==> src/rtl/cfg_serial_pkg.sv <==
package cfg_serial_pkg;
  localparam int BYTE_W     = 8;
  localparam int ROW_FIELD  = 6;
  localparam int FRAME_BITS = 18;
  localparam int RB_BITS    = 8;
  localparam int ALL_BITS   = FRAME_BITS + RB_BITS;
  localparam int IDX_W      = $clog2(ALL_BITS);
  localparam logic [2:0] CHIP_ID = 3'b111;

  typedef enum logic [2:0] {
    ST_IDLE, ST_SETUP, ST_HIGH, ST_HOLD, ST_GUARD, ST_COMMIT, ST_FIN
  } phase_e;
endpackage

==> src/rtl/cfg_frame_pack.sv <==
module cfg_frame_pack
  import cfg_serial_pkg::*;
#(
  parameter int ROW_W = 4
) (
  input  logic [BYTE_W-1:0]     wdata_i,
  input  logic [ROW_W-1:0]      row_i,
  input  logic                  write_i,
  output logic [FRAME_BITS-1:0] frame_o
);
  localparam int PAD_W = ROW_FIELD - ROW_W;

  // vector bit 0 leaves first
  always_comb begin
    frame_o = '0;
    frame_o[BYTE_W-1:0] = wdata_i;
    frame_o[BYTE_W +: ROW_FIELD] = {{PAD_W{1'b0}}, row_i};
    frame_o[BYTE_W+ROW_FIELD] = write_i;
    frame_o[FRAME_BITS-1 -: 3] = CHIP_ID;
  end
endmodule

==> src/rtl/cfg_rb_shift.sv <==
module cfg_rb_shift #(
  parameter int W = 8
) (
  input  logic         clk_i,
  input  logic         rst_ni,
  input  logic         clr_i,
  input  logic         shift_i,
  input  logic         bit_i,
  output logic [W-1:0] q_o
);
  always_ff @(posedge clk_i or negedge rst_ni) begin
    if (!rst_ni)      q_o <= '0;
    else if (clr_i)   q_o <= '0;
    else if (shift_i) q_o <= {bit_i, q_o[W-1:1]};  // first sample ends in bit 0
  end
endmodule

==> src/rtl/cfg_serial_host.sv <==
module cfg_serial_host
  import cfg_serial_pkg::*;
#(
  parameter int ROW_W      = 4,
  parameter int SETUP_CYC  = 2,
  parameter int HOLD_CYC   = 1,
  parameter int CLK_HI_CYC = 2,
  parameter int GUARD_CYC  = 3
) (
  input  logic              clk_i,
  input  logic              rst_ni,
  input  logic              cmd_valid_i,
  output logic              cmd_ready_o,
  input  logic [ROW_W-1:0]  cmd_row_i,
  input  logic [BYTE_W-1:0] cmd_wdata_i,
  input  logic              cmd_write_i,
  output logic              ser_en_o,
  output logic              ser_clk_o,
  output logic              ser_data_o,
  input  logic              ser_scan_i,
  output logic              done_o,
  output logic [BYTE_W-1:0] rdata_o
);
  localparam int M1    = (SETUP_CYC > HOLD_CYC) ? SETUP_CYC : HOLD_CYC;
  localparam int M2    = (CLK_HI_CYC > GUARD_CYC) ? CLK_HI_CYC : GUARD_CYC;
  localparam int MAXC  = (M1 > M2) ? M1 : M2;
  localparam int CNT_W = (MAXC > 1) ? $clog2(MAXC) : 1;

  phase_e                state_q;
  logic [CNT_W-1:0]      cnt_q;
  logic [IDX_W-1:0]      idx_q;
  logic [FRAME_BITS-1:0] frame_q, frame_w;
  logic                  read_q;
  logic [CNT_W-1:0]      len_m1;
  logic                  phase_end, last_bit, in_frame, accept, rb_shift;

  cfg_frame_pack #(.ROW_W(ROW_W)) u_pack (
    .wdata_i(cmd_wdata_i), .row_i(cmd_row_i), .write_i(cmd_write_i), .frame_o(frame_w)
  );

  always_comb begin
    unique case (state_q)
      ST_SETUP: len_m1 = CNT_W'(SETUP_CYC - 1);
      ST_HIGH:  len_m1 = CNT_W'(CLK_HI_CYC - 1);
      ST_HOLD:  len_m1 = CNT_W'(HOLD_CYC - 1);
      ST_GUARD: len_m1 = CNT_W'(GUARD_CYC - 1);
      default:  len_m1 = '0;
    endcase
  end

  assign phase_end = (cnt_q == len_m1);
  assign last_bit  = read_q ? (idx_q == IDX_W'(ALL_BITS - 1)) : (idx_q == IDX_W'(FRAME_BITS - 1));
  assign in_frame  = (idx_q < IDX_W'(FRAME_BITS));
  assign accept    = (state_q == ST_IDLE) && cmd_valid_i;
  assign rb_shift  = (state_q == ST_HIGH) && phase_end && read_q && !in_frame;

  always_ff @(posedge clk_i or negedge rst_ni) begin
    if (!rst_ni) begin
      state_q <= ST_IDLE;
      cnt_q   <= '0;
      idx_q   <= '0;
      frame_q <= '0;
      read_q  <= 1'b0;
    end else begin
      unique case (state_q)
        ST_IDLE: if (cmd_valid_i) begin
          frame_q <= frame_w;
          read_q  <= !cmd_write_i;
          idx_q   <= '0;
          cnt_q   <= '0;
          state_q <= ST_SETUP;
        end
        ST_SETUP, ST_HIGH, ST_HOLD, ST_GUARD: begin
          if (!phase_end) cnt_q <= cnt_q + 1'b1;
          else begin
            cnt_q <= '0;
            unique case (state_q)
              ST_SETUP: state_q <= ST_HIGH;
              ST_HIGH:  state_q <= ST_HOLD;
              ST_HOLD:
                if (last_bit) state_q <= ST_GUARD;
                else begin
                  idx_q   <= idx_q + 1'b1;
                  state_q <= ST_SETUP;
                end
              default:  state_q <= ST_COMMIT;
            endcase
          end
        end
        ST_COMMIT: state_q <= ST_FIN;
        default:   state_q <= ST_IDLE;
      endcase
    end
  end

  cfg_rb_shift #(.W(BYTE_W)) u_rb (
    .clk_i(clk_i), .rst_ni(rst_ni), .clr_i(accept), .shift_i(rb_shift),
    .bit_i(ser_scan_i), .q_o(rdata_o)
  );

  assign cmd_ready_o = (state_q == ST_IDLE);
  assign ser_en_o    = (state_q == ST_IDLE) || (state_q == ST_COMMIT) || (state_q == ST_FIN);
  assign ser_clk_o   = (state_q == ST_HIGH);
  assign ser_data_o  = ((state_q == ST_SETUP) || (state_q == ST_HIGH) || (state_q == ST_HOLD))
                       && in_frame && frame_q[idx_q];
  assign done_o      = (state_q == ST_FIN);

  // data settles before the clock rises and holds past its fall
  a_r4_setup: assert property (@(posedge clk_i) disable iff (!rst_ni)
    $rose(ser_clk_o) |-> $stable(ser_data_o));
  a_r4_hold: assert property (@(posedge clk_i) disable iff (!rst_ni)
    $fell(ser_clk_o) |-> $stable(ser_data_o));
  // clock already low for a cycle when enable rises
  a_r5_guard: assert property (@(posedge clk_i) disable iff (!rst_ni)
    $rose(ser_en_o) |-> (!ser_clk_o && !$past(ser_clk_o)));
  // handshake only while the port is quiet
  a_r6_ready_idle: assert property (@(posedge clk_i) disable iff (!rst_ni)
    cmd_ready_o |-> (ser_en_o && !ser_clk_o));
  // done follows a cycle of enable high and lasts one cycle
  a_r7_done_late: assert property (@(posedge clk_i) disable iff (!rst_ni)
    done_o |-> (ser_en_o && $past(ser_en_o) && !$past(done_o)));
  a_r7_done_single: assert property (@(posedge clk_i) disable iff (!rst_ni)
    done_o |=> !done_o);
  // a frame never opens without a command
  a_r2_start: assert property (@(posedge clk_i) disable iff (!rst_ni)
    $fell(ser_en_o) |-> $past(cmd_valid_i));
endmodule

==> config.mk <==
export PLATFORM = sky130hd
export DESIGN_NAME = cfg_serial_host
export DESIGN_NICKNAME = d
export VERILOG_FILES = /design/src/rtl/cfg_serial_pkg.sv /design/src/rtl/cfg_frame_pack.sv /design/src/rtl/cfg_rb_shift.sv /design/src/rtl/cfg_serial_host.sv
export SDC_FILE = /design/constraint.sdc
export NUM_CORES = 1
export LEC_CHECK = 0
export BUFFER_PORTS_ARGS = -buffer_cell sky130_fd_sc_hd__buf_2
export CORE_MARGIN = 2
export CORE_UTILIZATION = 31
export CTS_BUF_LIST = sky130_fd_sc_hd__clkbuf_8
export DETAILED_ROUTE_END_ITERATION = 7
export GPL_TIMING_DRIVEN = 0
export PLACE_DENSITY = 0.58
export SLEW_MARGIN = 20
export SYNTH_ARGS = -nofsm -noshare
export SYNTH_HDL_FRONTEND = slang
export SYNTH_HIERARCHICAL = 1
export SYNTH_SLANG_ARGS = --single-unit
==> constraint.sdc <==
create_clock -name clk_i -period 2.1 [get_ports clk_i]
set_input_delay 0.315 -clock clk_i [delete_from_list [all_inputs] [get_ports clk_i]]
set_output_delay 0.315 -clock clk_i [all_outputs]
set_load 0.03 [all_outputs]
Word-level counts from Yosys, hierarchy flattened
Cells that the tools add are included.
Widths: inputs -> output; s select.

word-level totals
  bits in registers = 33
  input bits = 17
  output and inout bits = 13
  word-level logic and storage cells = 63

operators by class
  magnitude comparators = 2
  multiplexer cells = 19
  $add $sub $neg = 2
  equal/unequal tests = 13
  reduce and logical (&&, ||, !) cells = 21

operators by type and width
  operator             count
  $mux 5               4
  $pmux 3 s3           2
  $mux 8               2
  $eq 5x5->1 const B   2
  $pmux 5 s2           1
  $eq 3x3->1 const B   3
  $mux 3               3
  $ne 2x2->1 const B   4
  $pmux 2 s2           2
  $eq 3x2->1 const B   2
  $logic_and 1x1->1    6
  $lt 5x6->1 const B   1
  $reduce_and 2->1     3
  $add 5x1->5 const B  1
  $bmux 1 s5           1
  $lt 5x5->1 const B   1
  $reduce_and 5->1     1
  $logic_or 1x1->1     4
  $mux 2               2
  $reduce_bool 2->1    2
  $reduce_or 4->1      1
  $eq 3x1->1 const B   1
  $logic_not 3->1      1
  $add 2x1->2 const B  1
  other kinds (4)      6

Depth between registers and ports, before layout
Gate-level depths: netlist (run 1).

  depth in word-level cells = 9
  mapped depth = 8
  depth with buffers taken out = 6

By module
Netlist (run 1), hierarchy kept.

modules (own cells, without submodules)
  module           seq. area each (sq um)  area an instance (sq um)  cells each  times used
  cfg_serial_host  725.7                   1667.8                    170         1
  cfg_rb_shift     200.2                   325.3                     26          1
  cfg_frame_pack   0.0                     142.6                     20          1

Least setup slack after synthesis (run 1)
OpenSTA, ideal clock, no wires.

  path kind = reg2reg
  start = reg state_q[0]
  end = reg u_rb.q_o[0]
  setup time = 128 ps
  period minus slack after synthesis = 2085 ps
  stages on the path, launching flop included = 9
  data required time = 1972 ps
  path buffers = 4
  setup slack = 15 ps
  arrival time = 1956 ps
  cells stage by stage = dfrtp_1 buf_4 nor3_2 nand2_1 inv_1 buf_4 buf_4 buf_1 nor2_1

on the way
  elaborated cells on any way between the ends = 13
  classes of those cells = eq/ne (4); mux (2); reduce/logical (7)

RTL lines
  item                                                line                   RTL
  start, declared                                     cfg_serial_host.sv:29  phase_e state_q;
  start signal, assigned                              cfg_serial_host.sv:59  state_q <= ST_IDLE;
  start signal, assigned                              cfg_serial_host.sv:71  state_q <= ST_SETUP;
  start signal, assigned                              cfg_serial_host.sv:78  ST_SETUP: state_q <= ST_HIGH;
  $logic_not 3->1 (*)                                 -
  via cmd_ready_o                                     cfg_serial_host.sv:13  output logic cmd_ready_o,
  $logic_and 1x1->1 (*)                               cfg_serial_host.sv:54  assign accept = (state_q == ST_IDLE) && cmd_valid_i;
  via accept                                          cfg_serial_host.sv:35  logic phase_end, last_bit, in_frame, accept, rb_shift;
  $mux 8 / $reduce_bool 2->1 (equally long branches)  -
  end signal, assigned                                cfg_rb_shift.sv:14     else if (shift_i) q_o <= {bit_i, q_o[W-1:1]};
  end, declared                                       cfg_rb_shift.sv:9      output logic [W-1:0] q_o

Mark *: on every way through the listed nets, which the timed path passes. The rest lies on a longest branch.
A chain may end at the register's enable or synchronous reset.

Worst setup path after layout (run 1)
  start = reg idx_q[0]
  end = out ser_data_o

on the way
  cells in the longest elaborated chain, start to end = 3
  elaborated cells on any way between the ends = 5
  classes of those cells = order compare (1); mux (2); reduce/logical (2)

RTL lines
  item                                                                      line                                           RTL
  start, declared                                                           cfg_serial_host.sv:31                          logic [IDX_W-1:0] idx_q;
  start signal, assigned                                                    cfg_serial_host.sv:83                          idx_q <= idx_q + 1'b1;
  $bmux 1 s5 / $lt 5x5->1 (equally long branches)                           cfg_serial_host.sv:105, cfg_serial_host.sv:53
  $mux 1 (implied by the code) / $logic_and 1x1->1 (equally long branches)  cfg_serial_host.sv:105                         && in_frame && frame_q[idx_q];
  $logic_and 1x1->1 (*)                                                     cfg_serial_host.sv:105
  end, declared                                                             cfg_serial_host.sv:19                          output logic ser_data_o,

Every way passes the cells marked *; elsewhere a longest branch is shown, timed or not. The select of a mux whose other input is x is not followed.

==> results of run 1 <==
==> what timing repair did <==
action,4_1_cts,5_1_grt
gates resized for setup,7,6
pin swaps,2,0
setup endpoints to repair,1,10
buffers inserted,1,2
==> logic make-up (layout without fill, tap and decap cells) <==
logic type	after synthesis	after routing
other	2	5
DFF	37	37
muxes	26	26
AOI/OAI and AO/OA	29	29
buffers and inverters	39	65
xor gates and xnor gates	3	3
and+or+nand+nor	78	78
adders and majority gates	2	2
==> flip-flops by register name, indices dropped and copies added (netlist names) <==
signal and cells:
idx_q 5, read_q 1, frame_q 18, state_q 3, u_rb/q_o 8, cnt_q 2
==> routing by layer <==
layer	track usage (%)	vias to the layer above
li1	-	784
met1	16.0	772
met2	20.1	30
met3	3.13	6
met4	4.40	0
met5	0	-
==> power by group through the flow <==
stage / Combinational [mW] / Clock, mW / Sequential (mW)
floorplan: 1.27 / 0 / 1.12
global placement: 1.58 / 0 / 1.14
detailed placement: 1.60 / 0 / 1.15
CTS: 1.68 / 0.742 / 1.16
global route: 1.96 / 0.775 / 1.20
finish: 1.78 / 0.720 / 1.16
==> area by class of cell <==
cell class | instances | share of cell area, %
flip-flops and latches | 37 | 36.5
multi-input cells | 143 | 40.5
plain buffers | 31 | 8.53
clock buffers | 5 | 2.71
inverters | 6 | 0.888
well taps | 80 | 3.94
clock inverters | 3 | 2.56
repair buffers | 20 | 4.34
==> worst max-delay path, cell delays in order (launching register included) <==
cell and delay [ns]:
dfrtp_1 0.37, buf_6 0.15, mux4_2 0.54, or4_4 0.44
o41ai_2 0.08, nor3_2 0.08, buf_4 0.18
==> cells in the final DEF, fill, tap and decap left out, drive strengths merged, types with 2 or more instances in the layout <==
cell | synthesis | layout
nor3 | 7 | 7
and2 | 2 | 2
a21oi | 5 | 5
clkbuf | 6 | 11
or4 | 2 | 2
bufinv | 0 | 2
mux2 | 13 | 13
nand2 | 34 | 34
nor2b | 3 | 3
nand3 | 5 | 5
ha | 2 | 2
a211oi | 2 | 2
xnor2 | 2 | 2
buf | 27 | 45
nor2 | 16 | 16
clkinv | 1 | 2
dfrtp | 37 | 37
a221oi | 2 | 2
mux4 | 4 | 4
nor3b | 2 | 2
conb | 2 | 5
inv | 5 | 5
o41ai | 2 | 2
o21ai | 4 | 4
mux2i | 9 | 9
o211ai | 2 | 2
nand2b | 3 | 3
==> through the flow <==
| step | std cells | setup TNS [ns] | util [%] | hold WS, ns | worst slack [ns] |
|---|---|---|---|---|---|
| after floorplan | 219 | 0 | - | 0.0194 | 0.0154 |
| after global placement | 316 | -0.102 | 34.7 | 0.450 | -0.102 |
| after detailed placement | 316 | -0.0914 | 34.7 | 0.459 | -0.0914 |
| after CTS | 324 | -0.320 | 37.3 | 0.155 | -0.320 |
| after global routing | 325 | -0.387 | 37.8 | 0.185 | -0.387 |
| final | 325 | -0.331 | 37.8 | 0.120 | -0.331 |
==> path summary, 6_finish.rpt <==
| kind | end | slack (ns) |
|---|---|---|
| hold reg to reg | frame_q[11]$_DFFE_PN0P_ | 0.47 |
| hold / removal | frame_q[13]$_DFFE_PN0P_ | 0.12 |
| setup / recovery | ser_data_o | -0.33 |
| setup reg to reg | idx_q[0]$_DFFE_PN0P_ | 0.23 |
| max in group asynchronous | cnt_q[1]$_DFFE_PN0P_ | 1.47 |
| min in group clk_i | frame_q[7]$_DFFE_PN0P_ | 0.21 |
==> results.py, run 1 <==
metrics = {
    "status": {
        "status": "finished with violations",
        "violations": "setup timing",
    },
    "cells_and_area": {
        "final-seq-area_um2": 926,
        "area_delta_synth_final_pct": 18.8,
        "multi_input_area_um2": 1030,
        "num-fill-cells": 679,
        "finalNetCount": 263,
        "antenna_cells": 0,
        "drive_above_1_share_pct": 32.7,
        "postLayoutCellArea_um2": 2540,
    },
    "yosys": {
        "synthesis.area_um2": 2140,
        "synth_top_flop_cell": "dfrtp_1",
        "synth_compound_area_share_pct": 10.1,
        "synth_most_common_cell": "dfrtp_1",
        "yosys-top-cells-count": "dfrtp_1 (37), nand2_1 (34), buf_4 (21)",
        "yosys_warnings": 6,
        "synth_edf_count": 0,
        "yosys.area.top_type": "dfrtp_1",
        "yosys-top-cells-area": "dfrtp_1 (43%), buf_4 (7.4%), mux2_2 (6.9%)",
        "async_flop_share_pct": 100,
        "synth_top_cell_area_share_pct": 43.4,
        "synth_xor_area_share_pct": 1.23,
        "synthAdderAreaFrac_pct": 1.17,
        "synth_top_family_by_area": "simple AND/OR/NAND/NOR gates",
        "synth_seq_cells": 37,
        "synthMuxAreaShare_pct": 15.6,
        "seq_area_frac_synth_pct": 43.4,
        "synth_simple_gate_area_share_pct": 16.8,
        "avgSynthCellArea_um2": 9.89,
        "ys_types": 49,
        "synth_cells": 216,
    },
    "route": {
        "vias": 1592,
        "drt-met1-wl_mm": 1.99,
        "firstDrtPassIters": 4,
        "dr_wl_met2_mm": 2.15,
        "vias_per_cell": 4.90,
        "route.top_layer_used": "met4",
        "drc": 0,
        "ant_nets": 0,
        "drtIter0Drc": 95,
        "routed_wl_mm": 4.38,
        "wl_per_cell_um": 13.5,
        "wl_met3_um": 168,
    },
    "critical_path": {
        "arrival_ns": 2.12,
        "cp-end-kind": "primary output",
        "crit_path_start_kind": "flop",
        "r2r-start": "idx_q[4]$_DFFE_PN0P_",
        "r2r_cells": 6,
        "cp_max_fo": 7,
        "critical_path.startpoint": "idx_q[0]$_DFFE_PN0P_",
        "crit_type": "flop to primary output",
        "cp.required_ns": 1.78,
    },
    "clock_tree": {
        "ctsHoldBuffers": 0,
        "cts_tree": "yes",
        "cts.path.max_buffers": 2,
        "cts-htree-levels": 2,
        "path_clk_slew_ns": 0.07,
        "cts_root_buffer": "clkbuf_8",
        "clk_latency_ns": 0.29,
        "cts_buffers": 5,
        "cts_sinks": 37,
    },
    "power_and_ir_drop": {
        "internal_power_mw": 2.27,
        "finalPower_mw": 3.66,
        "static-leakage-power_nw": 1.19,
        "ir_worst_vdd_mv": 0.501,
        "p_switching_mw": 1.39,
        "seqPwrFrac_pct": 31.8,
        "comb_power_share_pct": 48.5,
        "power_density_nw_per_um2": 1440,
        "p_clk_share_pct": 19.7,
        "swShare_pct": 37.9,
    },
    "global_route": {
        "grt_max_degree": 38,
        "gr-total-overflow": 0,
        "antenna_found_initial": 0,
        "groute.usage.overall_pct": 12.4,
        "grt_pass1_vias": 1590,
        "grt_pass1_wl_mm": 7.36,
    },
    "timing": {
        "rsz0062_at_grt": "true",
        "fin_ws_ns": -0.331,
        "fin_crit_ns": 2.43,
        "slew_headroom_pct": 45.6,
        "hold_viol": 0,
        "fin_skew_ns": 0.00648,
        "slew_viol_final": 0,
        "fin_crit_sh_pct": 116,
        "max_clock_freq_mhz": 411,
        "worst_pin_slew_ns": 0.816,
        "setup_viol": 1,
    },
    "place": {
        "hpwlAfterDp_mm": 3.04,
        "gp_congestion": 0.816,
        "numPortBuffers": 17,
        "place_area_um2": 2330,
    },
    "floorplan": {
        "fp.dieH_um": 87.0,
        "dieArea_um2": 7570,
        "ios": 30,
        "core_area_um2": 6720,
        "die_x_um": 87.0,
        "initial_core_util_pct": 31.8,
        "rows": 30,
    },
    "flow_run": {
        "maxCapViolations": 0,
    },
    "hold_path": {
        "hold_class": "primary input to async pin",
    },
}
Power figures use the tool's default switching activity.
==> inputs of run 2 (changes only) <==
Settings changed: ABC_AREA set to 1, SLEW_MARGIN 20 to 30.
==> run 2 against run 1 <==
Compared with the run above:
- utilization fell by 0.22 points
- register-to-register slack improved by 0.16 ns
- worst hold slack worse by 0.14 ns
- power down 4.0%
- synthesized cell count increased by 32%
- via count increased by 11%
- highest routed layer unchanged
- non-clock buffer count shrank 4
- flip-flop and latch count unchanged
- first-iteration DRC count is 33% lower
- count of clock-buffer cells in the layout is the same
- the flow finishes with violations (hold timing)
- largest cell class is now registers
- setup slack gained 0.41 ns
==> results.py, run 2 <==
metrics = {
    "power_and_ir_drop": {
        "seqPwrFrac_pct": 31.2,
        "comb_power_share_pct": 47.5,
        "static-leakage-power_nw": 1.37,
        "p_clk_share_pct": 21.3,
        "p_switching_mw": 1.46,
        "power_density_nw_per_um2": 1390,
        "swShare_pct": 41.6,
        "internal_power_mw": 2.05,
        "ir_worst_vdd_mv": 0.829,
        "finalPower_mw": 3.52,
    },
    "floorplan": {
        "core_area_um2": 6720,
        "initial_core_util_pct": 31.8,
        "dieArea_um2": 7570,
        "fp.dieH_um": 87.0,
        "ios": 30,
        "rows": 30,
        "die_x_um": 87.0,
    },
    "timing": {
        "fin_skew_ns": 0.00863,
        "max_clock_freq_mhz": 494,
        "fin_crit_sh_pct": 96.3,
        "worst_hold_slack_ns": -0.0242,
        "fin_crit_ns": 2.02,
        "fin_ws_ns": 0.0767,
        "setup_viol": 0,
        "hold_viol": 37,
        "slew_viol_final": 0,
    },
    "cells_and_area": {
        "finalNetCount": 333,
        "drive_above_1_share_pct": 23.8,
        "num-fill-cells": 705,
        "largest_register": "frame_q",
        "final-seq-area_um2": 927,
        "layout_common_cells": "nand2_1 (111), dfrtp_1 (36), nand3_1 (33)",
        "area_delta_synth_final_pct": 18.0,
        "multi_input_area_um2": 926,
        "largest_reg_flops": 18,
        "antenna_cells": 0,
        "final_common_cell": "nand2_1",
        "largestRegisters": "frame_q (18), u_rb/q_o (8), idx_q (5)",
    },
    "critical_path": {
        "crit_path_end": "ser_data_o",
        "rr_endpoint": "idx_q[4]$_DFFE_PN0P_",
        "crit_type": "flop to primary output",
        "cp-end-kind": "primary output",
        "cp_max_fo": 5,
        "critical_path.startpoint": "idx_q[0]$_DFFE_PN0P_",
        "arrival_ns": 1.71,
        "r2r-start": "idx_q[1]$_DFFE_PN0P_",
        "r2r_cells": 11,
        "crit_path_start_kind": "flop",
        "cp.required_ns": 1.78,
        "rrSetupSlack_ns": 0.39,
    },
    "place": {
        "gp_congestion": 0.809,
        "dp_slack_ns": 0.281,
        "hpwlAfterDp_mm": 3.15,
        "numPortBuffers": 17,
    },
    "clock_tree": {
        "cts.path.max_buffers": 2,
        "cts_buffers": 5,
        "cts_sinks": 37,
        "clk_latency_ns": 0.29,
        "cts_tree": "yes",
        "ctsHoldBuffers": 0,
        "cts-htree-levels": 2,
        "path_clk_slew_ns": 0.09,
        "cts_root_buffer": "clkbuf_8",
    },
    "route": {
        "firstDrtPassIters": 4,
        "vias_per_cell": 4.47,
        "routed_wl_mm": 4.48,
        "wl_per_cell_um": 11.3,
        "ant_nets": 0,
        "drtIter0Drc": 64,
        "drc": 0,
        "vias": 1766,
    },
    "global_route": {
        "groute.usage.overall_pct": 12.9,
        "grt_pass1_wl_mm": 7.86,
        "grt_pass1_vias": 1750,
        "grt_max_degree": 38,
        "antenna_found_initial": 0,
        "gr-total-overflow": 0,
    },
    "yosys": {
        "ys_types": 27,
        "async_flop_share_pct": 100,
        "yosys_warnings": 6,
        "yosys-top-cells-count": "nand2_1 (111), dfrtp_1 (37), nand3_1 (34)",
        "synth_most_common_cell": "nand2_1",
        "synth_top_cell_area_share_pct": 43.3,
        "yosys.area.top_type": "dfrtp_1",
        "synth_cells": 285,
        "yosys-top-cells-area": "dfrtp_1 (43%), nand2_1 (19%), nand3_1 (8.0%)",
        "synth_top_flop_cell": "dfrtp_1",
        "seq_area_frac_synth_pct": 43.3,
        "avgSynthCellArea_um2": 7.50,
        "synth_edf_count": 0,
        "synth_seq_cells": 37,
        "synthesis.area_um2": 2140,
    },
    "hold_path": {
        "hold_class": "primary input to async pin",
    },
    "status": {
        "status": "finished with violations",
        "violations": "hold timing",
    },
    "flow_run": {
        "maxCapViolations": 0,
    },
}
==> run 2: kinds of logic (layout without fill, tap and decap cells) <==
family	count (synthesis)	count (layout)	synth area share (%)
compound gates	16	16	3.86
xor+xnor	5	5	2.05
fa+ha+maj	2	2	1.17
buf+inv	53	80	14.3
flops	37	37	43.3
other cells	2	5	0.351
simple gates	170	170	34.9
==> run 2: worst min path at each step <==
| stage | cells after the start | slack, ns | to | startpoint |
|---|---|---|---|---|
| 6_report | 1 | -0.02 | u_rb/q_o[3]$_DFFE_PN0P_ | rst_ni |
| 3_3_place_gp | 2 | 0.46 | u_rb/q_o[0]$_DFFE_PN0P_ | u_rb/q_o[0]$_DFFE_PN0P_ |
| 3_5_place_dp | 2 | 0.47 | frame_q[17]$_DFFE_PN0P_ | frame_q[17]$_DFFE_PN0P_ |
| 2_1_floorplan | 0 | 0.02 | cnt_q[0]$_DFFE_PN0P_ | rst_ni |
| 5_1_grt | 1 | 0.01 | u_rb/q_o[3]$_DFFE_PN0P_ | rst_ni |
| 4_1_cts | 1 | 0.16 | u_rb/q_o[3]$_DFFE_PN0P_ | rst_ni |
==> run 2: layout make-up <==
type,count,area share [%]
clock inverters,3,2.58
repair buffers,19,4.46
flip-flops and latches,37,36.8
clock buffers,5,2.73
plain buffers,28,8.68
well taps,80,3.97
inverters,25,4.12
multi-input cells,198,36.7
==> run 2: power groups by stage <==
stage	sequential, mW	clock [mW]	combinational [mW]
final	1.10	0.748	1.67
after global routing	1.13	0.798	1.90
after CTS	1.10	0.768	1.59
after detailed placement	1.11	0	1.58
after global placement	1.10	0	1.56
after floorplan	1.07	0	1.25
==> run 2: stage by stage <==
step | instance area [µm²] | utilization [%] | hold slack (ns) | TNS [ns] | cells
global route | 2520 | 37.5 | 0.0115 | -0.00189 | 395
CTS | 2470 | 36.7 | 0.160 | 0 | 393
detailed placement | 2330 | 34.7 | 0.465 | 0 | 385
global placement | 2330 | 34.7 | 0.457 | 0 | 385
floorplan | 2150 | - | 0.0194 | 0 | 288
finish | 2520 | 37.5 | -0.0242 | 0 | 395
==> run 2: repair_timing <==
action,CTS,global route
setup endpoints to repair,1,1
buffers inserted,0,2
hold endpoints to repair,0,0
resized for setup,1,13
==> run 2: critical path: stages (launching register included) <==
cell,delay (ns)
dfrtp_2,0.46
buf_6,0.14
or2_2,0.29
nand3_2,0.06
nand3_1,0.06
nand3_1,0.07
nand3_1,0.06
nand2_1,0.08
inv_1,0.06
buf_6,0.13
==> run 2: per-layer routing <==
layer	wire, µm	GRT usage (%)	share of wire [%]
met2	2220	21.4	49
met4	64	4.83	1.4
met1	2070	16.6	46
met3	124	2.56	2.8
met5	0	0	0
==> inputs of run 3 (changes only) <==
Clock period 2.1 ns to 2.5 ns, I/O delays scaled along.
==> run 3 against run 2 <==
Compared with the run above:
- the run now ends clean
- setup slack improved by 0.19 ns
- utilization decreased by 0.78 points
- global-route usage unchanged
- count of clock-buffer cells in the layout unchanged
- flip-flop and latch count unchanged
- critical path depth decreased by 1
- via count about the same
- sequential power decreased by 17%
- cell count decreased by 0.51%
- combinational power decreased by 21%
- power decreased by 18%
- critical path type unchanged
- largest power group unchanged
==> results.py, run 3 (synthesis gave the netlist of run 2 again) <==
metrics = {
    "status": {
        "status": "complete, no violations",
    },
    "timing": {
        "fin_tns_setup_ns": 0,
        "hold_viol": 0,
        "rsz0062_at_grt": "false",
        "slew_viol_final": 0,
        "fin_crit_ns": 2.23,
        "setup_viol": 0,
        "max_clock_freq_mhz": 448,
        "fin_crit_sh_pct": 89.2,
        "fin_skew_ns": 0.00942,
    },
    "place": {
        "numPortBuffers": 17,
        "gp_congestion": 0.809,
        "hpwlAfterDp_mm": 3.15,
        "post-place-cells": 385,
    },
    "power_and_ir_drop": {
        "p_switching_mw": 1.20,
        "comb_power_share_pct": 46.1,
        "internal_power_mw": 1.66,
        "power_density_nw_per_um2": 1160,
        "ir_worst_vdd_mv": 0.590,
        "swShare_pct": 41.9,
        "seqPwrFrac_pct": 32.0,
        "p_clk_share_pct": 21.9,
        "static-leakage-power_nw": 1.37,
    },
    "critical_path": {
        "slowest_stage": "dfrtp_1",
        "critical_path.startpoint": "idx_q[0]$_DFFE_PN0P_",
        "path_buf_inv": 3,
        "cp_max_fo": 10,
        "path_delay_family": "buffers and inverters",
        "critPathMaxStageDelay_ns": 0.49,
        "rrSetupSlack_ns": 0.77,
        "cp-end-kind": "primary output",
        "rr_endpoint": "idx_q[4]$_DFFE_PN0P_",
        "crit_path_end": "ser_data_o",
        "crit_path_start_kind": "flop",
        "r2r_cells": 11,
        "arrival_ns": 1.86,
        "r2r-start": "idx_q[1]$_DFFE_PN0P_",
        "cp.required_ns": 2.12,
        "critical_path_depth": 8,
        "crit_type": "flop to primary output",
        "path_cells": "buf_2 > nand2_1 > a21oi_1 > nand3_1 > a21oi_1 > nand2_1 > inv_1 > buf_2",
    },
    "global_route": {
        "grt_pass1_vias": 1750,
        "use_met2_pct": 21.4,
        "grt_max_degree": 38,
        "gr-total-overflow": 0,
        "antenna_found_initial": 0,
        "groute.usage.overall_pct": 12.9,
        "grt_pass1_wl_mm": 7.86,
        "busiest_layer": "met2",
        "use_met3_pct": 2.56,
        "met1_usage_pct": 16.6,
    },
    "cells_and_area": {
        "largest_register": "frame_q",
        "num-fill-cells": 711,
        "largestRegisters": "frame_q (18), u_rb/q_o (8), idx_q (5)",
        "largest_reg_flops": 18,
        "drive_above_1_share_pct": 21.7,
        "layout.cells.non_filler": 393,
        "finalNetCount": 331,
        "area_delta_synth_final_pct": 15.6,
        "fin_util_pct": 36.8,
        "layout_common_cells": "nand2_1 (111), dfrtp_1 (37), nand3_1 (34)",
        "antenna_cells": 0,
        "final_common_cell": "nand2_1",
    },
    "floorplan": {
        "fp.dieH_um": 87.0,
        "die_x_um": 87.0,
        "dieArea_um2": 7570,
        "core_area_um2": 6720,
        "rows": 30,
        "initial_core_util_pct": 31.8,
        "ios": 30,
    },
    "route": {
        "routed_wl_mm": 4.45,
        "ant_nets": 0,
        "drc": 0,
        "vias_per_cell": 4.49,
        "drtIter0Drc": 49,
        "vias": 1765,
        "wl_per_cell_um": 11.3,
        "firstDrtPassIters": 4,
    },
    "hold_path": {
        "hold_class": "primary input to async pin",
    },
    "clock_tree": {
        "cts_root_buffer": "clkbuf_8",
        "cts_tree": "yes",
        "cts_sinks": 37,
        "clk_latency_ns": 0.30,
        "cts_buffers": 5,
        "cts-htree-levels": 2,
        "cts.path.max_buffers": 2,
        "cts_resized": 0,
        "path_clk_slew_ns": 0.08,
        "post_cts_buffers": 0,
        "ctsHoldBuffers": 0,
    },
    "flow_run": {
        "maxCapViolations": 0,
    },
}
-- run 3: how the worst min path moves through the flow --
stage / startpoint / slack (ns) / end
floorplan: rst_ni / 0.08 / cnt_q[0]$_DFFE_PN0P_
global placement: u_rb/q_o[0]$_DFFE_PN0P_ / 0.46 / u_rb/q_o[0]$_DFFE_PN0P_
detailed placement: frame_q[17]$_DFFE_PN0P_ / 0.47 / frame_q[17]$_DFFE_PN0P_
CTS: rst_ni / 0.22 / u_rb/q_o[3]$_DFFE_PN0P_
global route: rst_ni / 0.07 / u_rb/q_o[3]$_DFFE_PN0P_
finish: rst_ni / 0.04 / u_rb/q_o[3]$_DFFE_PN0P_
-- run 3: cell type report --
| cell class | instances | area (µm²) | area share, % |
|---|---|---|---|
| inverter | 25 | 96.3 | 3.90 |
| buffer | 28 | 210 | 8.51 |
| tap | 80 | 100 | 4.05 |
| timing repair buffer | 17 | 87.6 | 3.55 |
| sequential | 37 | 926 | 37.5 |
| multi-input combinational | 198 | 916 | 37.1 |
| clock inverter | 3 | 65.1 | 2.63 |
| clock buffer | 5 | 68.8 | 2.79 |
-- run 3: per-layer routing --
layer / wire length, µm / vias up
li1: - / 909
met1: 2040 / 814
met2: 2190 / 35
met3: 156 / 7
met4: 64 / 0
met5: 0 / -
-- run 3: power groups by stage --
stage                     Sequential (mW)  Clock (mW)  Combinational, mW
after global placement              0.921           0               1.31
after detailed placement            0.928           0               1.33
final                               0.918       0.627               1.32
after global routing                0.945       0.670               1.52
after floorplan                     0.895           0               1.05
after CTS                           0.919       0.645               1.34
-- run 3: metrics by stage --
stage                     setup slack (ns)  hold WS, ns  area [µm²]  power, mW
final                                0.270       0.0351        2470       2.87
after floorplan                      0.831       0.0794        2150       1.95
after CTS                            0.291        0.220        2470       2.90
after global placement               0.654        0.457        2330       2.23
after global routing                 0.129       0.0715        2470       3.13
after detailed placement             0.621        0.465        2330       2.26
